<file path="src/rtl/dram_dq_pkg.sv">
package dram_dq_pkg;

  typedef enum logic [1:0] {
    CYC_IDLE = 2'd0,
    CYC_ROW  = 2'd1,
    CYC_XOUT = 2'd2,
    CYC_REFR = 2'd3
  } cyc_e;

  typedef struct packed {
    logic ras;
    logic cas;
    logic oe;
    logic we;
  } strobe_t;

  localparam int STROBE_W = $bits(strobe_t);

endpackage

</file>
<file path="src/rtl/dram_strobe_sampler.sv">
module dram_strobe_sampler
  import dram_dq_pkg::*;
#(
  parameter int STAGES = 1
) (
  input  logic    clk,
  input  logic    rst_n,
  input  strobe_t raw,
  output strobe_t cur,
  output logic    ras_prev,
  output logic    cas_prev
);

  localparam int LAST = STAGES - 1;

  logic [STAGES-1:0][STROBE_W-1:0] pipe;
  logic [1:0]                      prev_q;

  always_ff @(posedge clk) begin
    if (!rst_n) begin
      for (int i = 0; i < STAGES; i++) pipe[i] <= '1;
    end else begin
      pipe[0] <= raw;
      for (int i = 1; i < STAGES; i++) pipe[i] <= pipe[i-1];
    end
  end

  assign cur = strobe_t'(pipe[LAST]);

  always_ff @(posedge clk) begin
    if (!rst_n) prev_q <= 2'b11;
    else        prev_q <= {cur.ras, cur.cas};
  end

  assign ras_prev = prev_q[1];
  assign cas_prev = prev_q[0];

endmodule

</file>
<file path="src/rtl/dram_cycle_fsm.sv">
module dram_cycle_fsm
  import dram_dq_pkg::*;
(
  input  logic clk,
  input  logic rst_n,
  input  logic ras_n,
  input  logic cas_n,
  input  logic we_n,
  input  logic ras_prev,
  input  logic cas_prev,
  input  logic drive_q,
  output cyc_e cyc_nx,
  output logic early_nx
);

  cyc_e cyc_q;
  logic early_q;
  logic ras_fall, ras_rise, cas_fall;
  logic keep_out;

  assign ras_fall = ras_prev & ~ras_n;
  assign ras_rise = ~ras_prev & ras_n;
  assign cas_fall = cas_prev & ~cas_n;
  assign keep_out = drive_q & ~cas_n;

  always_comb begin
    cyc_nx = cyc_q;
    unique case (cyc_q)
      CYC_IDLE: begin
        if (ras_fall) cyc_nx = cas_prev ? CYC_ROW : CYC_REFR;
      end
      CYC_ROW: begin
        if (ras_rise) cyc_nx = keep_out ? CYC_XOUT : CYC_IDLE;
      end
      CYC_XOUT: begin
        if (ras_fall)   cyc_nx = cas_prev ? CYC_ROW : CYC_REFR;
        else if (cas_n) cyc_nx = CYC_IDLE;
      end
      CYC_REFR: begin
        if (ras_rise) cyc_nx = keep_out ? CYC_XOUT : CYC_IDLE;
      end
      default: cyc_nx = CYC_IDLE;
    endcase
  end

  always_comb begin
    if (cyc_nx != CYC_ROW) early_nx = 1'b0;
    else if (cas_fall)     early_nx = ~we_n;
    else                   early_nx = early_q;
  end

  always_ff @(posedge clk) begin
    if (!rst_n) begin
      cyc_q   <= CYC_IDLE;
      early_q <= 1'b0;
    end else begin
      cyc_q   <= cyc_nx;
      early_q <= early_nx;
    end
  end

endmodule

</file>
<file path="src/rtl/dram_dq_latch.sv">
module dram_dq_latch
  import dram_dq_pkg::*;
#(
  parameter int DATA_W = 16
) (
  input  logic              clk,
  input  logic              rst_n,
  input  cyc_e              cyc_nx,
  input  logic              early_nx,
  input  logic              cas_n,
  input  logic              oe_n,
  input  logic              we_n,
  input  logic [DATA_W-1:0] rd_data,
  output logic [DATA_W-1:0] data_q,
  output logic              drive_q,
  output logic              path_q
);

  logic col_read;
  logic pin_ok;
  logic drive_nx, load, path_nx;

  assign col_read = ~cas_n & we_n;
  assign pin_ok   = col_read & ~oe_n;

  always_comb begin
    drive_nx = 1'b0;
    unique case (cyc_nx)
      CYC_ROW:  drive_nx = pin_ok & ~early_nx;
      CYC_XOUT: drive_nx = pin_ok;
      CYC_REFR: drive_nx = pin_ok & drive_q;
      default:  drive_nx = 1'b0;
    endcase
  end

  assign load    = (cyc_nx == CYC_ROW) & col_read & ~early_nx;
  assign path_nx = (cyc_nx == CYC_ROW) & ~cas_n;

  always_ff @(posedge clk) begin
    if (!rst_n) begin
      data_q  <= '0;
      drive_q <= 1'b0;
      path_q  <= 1'b0;
    end else begin
      if (load) data_q <= rd_data;
      drive_q <= drive_nx;
      path_q  <= path_nx;
    end
  end

endmodule

</file>
<file path="src/rtl/dram_dq_ctrl.sv">
module dram_dq_ctrl
  import dram_dq_pkg::*;
#(
  parameter int DATA_W      = 16,
  parameter int SYNC_STAGES = 1
) (
  input  logic              clk,
  input  logic              rst_n,
  input  logic              ras_n,
  input  logic              cas_n,
  input  logic              oe_n,
  input  logic              we_n,
  input  logic [DATA_W-1:0] rd_data,
  output logic [DATA_W-1:0] dq_out,
  output logic              dq_oe,
  output logic              path_open
);

  strobe_t raw, cur;
  logic    ras_prev, cas_prev;
  cyc_e    cyc_nx;
  logic    early_nx;
  logic    drive_q;

  assign raw = '{ras: ras_n, cas: cas_n, oe: oe_n, we: we_n};

  dram_strobe_sampler #(.STAGES(SYNC_STAGES)) u_smp (
    .clk      (clk),
    .rst_n    (rst_n),
    .raw      (raw),
    .cur      (cur),
    .ras_prev (ras_prev),
    .cas_prev (cas_prev)
  );

  dram_cycle_fsm u_fsm (
    .clk      (clk),
    .rst_n    (rst_n),
    .ras_n    (cur.ras),
    .cas_n    (cur.cas),
    .we_n     (cur.we),
    .ras_prev (ras_prev),
    .cas_prev (cas_prev),
    .drive_q  (drive_q),
    .cyc_nx   (cyc_nx),
    .early_nx (early_nx)
  );

  dram_dq_latch #(.DATA_W(DATA_W)) u_lat (
    .clk      (clk),
    .rst_n    (rst_n),
    .cyc_nx   (cyc_nx),
    .early_nx (early_nx),
    .cas_n    (cur.cas),
    .oe_n     (cur.oe),
    .we_n     (cur.we),
    .rd_data  (rd_data),
    .data_q   (dq_out),
    .drive_q  (drive_q),
    .path_q   (path_open)
  );

  assign dq_oe = drive_q;

endmodule

</file>
<file path="config.mk">
export PLATFORM = sky130hd
export DESIGN_NAME = dram_dq_ctrl
export DESIGN_NICKNAME = d
export VERILOG_FILES = /design/src/rtl/dram_dq_pkg.sv /design/src/rtl/dram_strobe_sampler.sv /design/src/rtl/dram_cycle_fsm.sv /design/src/rtl/dram_dq_latch.sv /design/src/rtl/dram_dq_ctrl.sv
export SDC_FILE = /design/constraint.sdc
export NUM_CORES = 1
export LEC_CHECK = 0
export ABC_AREA = 1
export BUFFER_PORTS_ARGS = -buffer_cell sky130_fd_sc_hd__buf_2
export CAP_MARGIN = 20
export CORE_MARGIN = 1
export CORE_UTILIZATION = 30
export DETAILED_ROUTE_END_ITERATION = 16
export MAX_ROUTING_LAYER = met4
export PLACE_DENSITY = 0.51
export REMOVE_ABC_BUFFERS = 1
export SETUP_SLACK_MARGIN = 0.02
export SYNTH_ARGS = -nofsm -noshare
export SYNTH_HDL_FRONTEND = slang
export SYNTH_SLANG_ARGS = --single-unit
</file>
<file path="constraint.sdc">
create_clock -name clk -period 1.8 [get_ports clk]
set_input_delay 0.36 -clock clk [delete_from_list [all_inputs] [get_ports clk]]
set_output_delay 0.36 -clock clk [all_outputs]
set_load 0.005 [all_outputs]
</file>
# Word level (Yosys, flattened, before mapping)

Index checks and enable logic that the tools add are counted.

Output and inout port bits: 18
Flip-flop bits (word level): 27

Reduce and logical (&&, ||, !) cells: 2
Multiplexer cells: 10
Equality and inequality tests: 7
Bitwise logic cells: 17

Operators with widths:

| kind                                                  | count |
|---|---|
| two-way mux 2 bit                                     | 6 |
| AND 1 bit                                             | 11 |
| equality test 2 bit, second input constant            | 4 |
| inverter 1 bit                                        | 6 |
| case mux 2 bit (3 select lines)                       | 1 |
| equality test 2 x 1 -> 1 bit, second input constant   | 2 |
| case mux 1 bit (3 select lines)                       | 1 |
| logical NOT 2 bit                                     | 1 |
| two-way mux 1 bit                                     | 2 |
| inequality test 2 x 1 -> 1 bit, second input constant | 1 |
| OR reduction 2 bit                                    | 1 |

# Logic depth before layout (Yosys ltp)

Depth in word-level cells: 10
Gate-level depth with buffers: 11
Mapped depth without buffers: 10

# Cells and area by module

Synthesis repeated with hierarchy kept, for this count alone.

Cells, all modules: 171
Area total of the unflattened synthesis: 1173.6 um2

Modules (own cells, without submodules):

| module              | area an instance (um2) | sequential area each (um2) | times used | cells an instance |
|---|---|---|---|---|
| dram_dq_latch       | 790.8                  | 360.3                      | 1          | 118 |
| dram_cycle_fsm      | 217.7                  | 60.1                       | 1          | 35 |
| dram_strobe_sampler | 165.2                  | 120.1                      | 1          | 18 |

# Worst setup path before layout

No wires, ideal clock.

Path kind: register to register
Start: reg u_smp.prev_q[1]
End: reg u_lat.data_q[0]
Setup slack: 0.546 ns
Buffers on the path: 2
Required time: 1.690 ns
Arrival time: 1.144 ns
Cell stages (with the launch flop): 10
Setup time: 0.110 ns
Cells stage by stage: dfxtp_1 nand2_1 nand2_1 nand3_2 nand2_2 buf_6 buf_6 nand4_1 nand2_1 nor2_2

Word-level cells in the longest chain between the ends: 8
Elaborated cells between the ends (all ways): 13

Ends and longest elaborated chain:

| element                             | line                                       | RTL |
|---|---|---|
| start: declaration                  | dram_strobe_sampler.sv:17                  | `logic [1:0] prev_q;` |
| start signal: assignment            | dram_strobe_sampler.sv:32                  | `else prev_q <= {cur.ras, cur.cas};` |
| inverter 1 bit                      | dram_cycle_fsm.sv:22                       | `assign ras_rise = ~ras_prev & ras_n;` |
| AND 1 bit                           | dram_cycle_fsm.sv:22                       |  |
| two-way mux 2 bit                   | dram_cycle_fsm.sv:33, dram_cycle_fsm.sv:40 |  |
| case mux 2 bit (3 select lines) (*) | dram_cycle_fsm.sv:28                       | `unique case (cyc_q)` |
| inequality test 2 x 1 -> 1 bit      | dram_cycle_fsm.sv:47                       | `if (cyc_nx != CYC_ROW) early_nx = 1'b0;` |
| two-way mux 1 bit                   | dram_cycle_fsm.sv:47                       |  |
| inverter 1 bit                      | dram_dq_latch.sv:36                        | `assign load = (cyc_nx == CYC_ROW) & col_read & ~early_nx;` |
| AND 1 bit (*)                       | dram_dq_latch.sv:36                        |  |
| end signal: assignment              | dram_dq_latch.sv:45                        | `if (load) data_q <= rd_data;` |
| end: declaration                    | dram_dq_latch.sv:14                        | `output logic [DATA_W-1:0] data_q,` |

Every way passes the cells marked *; elsewhere a longest branch is shown, timed or not.
A chain may end at the register's enable or synchronous reset.

# Worst setup path after layout

Start: reg u_smp.prev_q[1]
End: reg u_lat.data_q[6]

Same word-level chain as after synthesis.

==> flow_summary.json <==
{
  "drt_iter0_drc": 35,
  "ir_drop_uv": 302.1,
  "coreArea_um2": 4144,
  "place.gp.congestion": 0.7164,
  "synth.avg_cell_area_um2": 7.016,
  "cts_htree_levels": 1,
  "post-dp-hpwl_um": 2002,
  "yosysTopAreaCellShare": 0.4034,
  "drv_slew": 0,
  "cts-resized-gates": 0,
  "slew_headroom": 0.7318,
  "finClkSkew_ns": 0.005597,
  "wl_um": 2704,
  "grt_max_degree": 18,
  "p_leak_nw": 0.8713,
  "post_cts_buffers": 0,
  "clk_latency_ns": 0.27,
  "crit_path_frequent_cell": "nand2_1",
  "crit_slowest_cell": "dfxtp_1",
  "via_count": 1139,
  "antenna-diode-count": 0,
  "synthesis.area_um2": 1340,
  "pwr_density_cell_nw_per_um2": 726.0,
  "grt_pass1_vias": 1049,
  "hold_viol_final": 0,
  "start_kind": "register",
  "wl_per_cell_um": 9.623,
  "crit_fanout": 16,
  "synth-seq-cells": 27,
  "yosysTopAreaCell": "dfxtp_1",
  "antenna_found_initial": 0,
  "overflow": 0,
  "viasPerCell": 4.053,
  "die_w_um": 68.84,
  "fin_crit_sh": 0.8211,
  "path_class": "reg2reg",
  "design_area_um2": 1609,
  "setup_viol": 0,
  "fin_crit_ns": 1.478,
  "max_cap_viol_count": 0,
  "finalSetupTns_ns": 0,
  "ant_nets": 0,
  "worstPathRequired_ns": 2.01,
  "postCtsHoldBufs": 0,
  "ios": 40,
  "endpoint_kind": "register",
  "tightestPinTransition_ns": 0.4022,
  "clock.fmax_ghz": 0.6766,
  "synth_cells": 191,
  "initial_core_util": 0.3234,
  "ys_seq_area_frac": 0.4034,
  "synth_cell_types": 20,
  "area_delta_synth_final_pct": 20.07,
  "placed_area_um2": 1564,
  "die_area_um2": 4738,
  "grt_pass1_wl_um": 4416,
  "hp-class": "in2reg",
  "rsz0062_at_grt": "no",
  "yosys_warnings": 0,
  "cp_cell_sequence": "nand2_1 > a21oi_2 > nand3_4 > nand2_1 > inv_1 > nor2_2",
  "layout-drive-gt1-share": 0.3203,
  "first_pass_iters": 4,
  "final_nets": 254,
  "clkSinkCount": 27,
  "drc": 0,
  "portBuffers": 39,
  "grt_util_all_layers": 0.1305,
  "clkTransAtPathRegs_ns": 0.09,
  "placementRows": 23,
  "tritoncts": "yes",
  "fin_util": 0.3883,
  "arrival_ns": 1.69,
  "critPathMaxStageDelay_ns": 0.41,
  "die_h_um": 68.84,
  "synth_area_leaders": "dfxtp_1 40%, inv_1 15%, nand2_1 12%, nand4_1 8.4%, nor2_2 4.7%",
  "numCtsBuffers": 3,
  "clk_path_buf_depth": 2,
  "status": "finished, final reports clean",
  "cts.root.buffer_cell": "clkbuf_8"
}
[cells in the final DEF (no fill, tap or decap)]
master,count
inv_2,4
nand3_4,1
nand2_1,42
buf_4,5
dfxtp_1,27
inv_1,52
nor2_4,2
nand3_1,2
nand2_2,4
o21ai_1,1
nor3_1,1
nor2_2,10
buf_2,39
nand3_2,1
nand4_1,18
nor3b_1,1
or2_2,4
clkbuf_8,3
a21oi_2,1
clkbuf_1,1
nand3b_1,1
nor2_1,11
[kinds of logic after synthesis]
| group | after synthesis | share of synthesized area |
|---|---|---|
| AND/OR/NAND/NOR | 98 | 0.3763 |
| buffers and inverters | 64 | 0.2101 |
| flip-flops | 27 | 0.4034 |
| AO/OA/AOI/OAI | 2 | 0.01027 |
[layout make-up]
cell class / count / area [µm²]
clock buffer: 4 / 45.04
timing repair buffer: 44 / 232.7
sequential: 27 / 540.5
multi-input combinational: 100 / 518.0
fill: 482 / 2535
inverter: 56 / 210.2
tap: 50 / 62.56
[worst max-delay path, delay by kind of cell, from the launching register on]
family | cells | cell delay (ns)
buffers and inverters | 1 | 0.05
AOI/OAI and AO/OA | 1 | 0.37
and+or+nand+nor | 4 | 0.59
DFF | 1 | 0.41
[stage by stage]
step	setup WS [ns]	hold slack, ns	instances	power [mW]
after floorplan	0.2343	0.4290	183	0.7638
after global placement	0.3588	0.4465	277	0.8417
after detailed placement	0.3436	0.4541	277	0.8424
after CTS	0.3228	0.2614	281	1.195
after global routing	0.1163	0.2499	281	1.245
final	0.3221	0.2718	281	1.168
[path summary, 6_finish.rpt]
check,end,cells past startpoint,slack [ns],startpoint
min reg2reg,u_smp.prev_q[1],2,0.47,u_smp.cur[3]
min,u_smp.cur[1],2,0.27,oe_n
max reg2reg,u_lat.data_q[6],6,0.32,u_smp.prev_q[1]
max,u_lat.data_q[6],6,0.32,u_smp.prev_q[1]
[state kept, by name, indices dropped and copies added (netlist names)]
signal         cells
u_smp.prev_q       2
u_lat.drive_q      1
u_smp.cur          4
u_fsm.cyc_q        2
u_fsm.early_q      1
u_lat.data_q      16
u_lat.path_q       1
[synth_stat cells]
master,number
inv_1,52
nand2_1,42
dfxtp_1,27
nand4_1,18
nor2_1,11
nor2_2,10
buf_6,5
inv_2,4
nand2_2,4
or2_2,4
buf_2,3
nand3_1,2
nor2_4,2
a21oi_2,1
nand3_2,1
nand3_4,1
nand3b_1,1
nor3_1,1
nor3b_1,1
o21ai_1,1
[where the power goes]
part | switching (mW) | internal (mW)
Clock | 0.184 | 0.158
Combinational | 0.112 | 0.0796
Sequential | 0.0122 | 0.622
Total | 0.308 | 0.860
[layer usage]
| metal | vias to the layer above | wire, µm | track usage |
|---|---|---|---|
| met1 | 476 | 1360 | 0.1705 |
| met4 | 0 | 38 | 0.04592 |
| li1 | 638 | - | - |
| met2 | 23 | 1190 | 0.1998 |
| met5 | - | 0 | - |
| met3 | 2 | 115 | 0.02632 |
(Power assumes the default switching activity.)
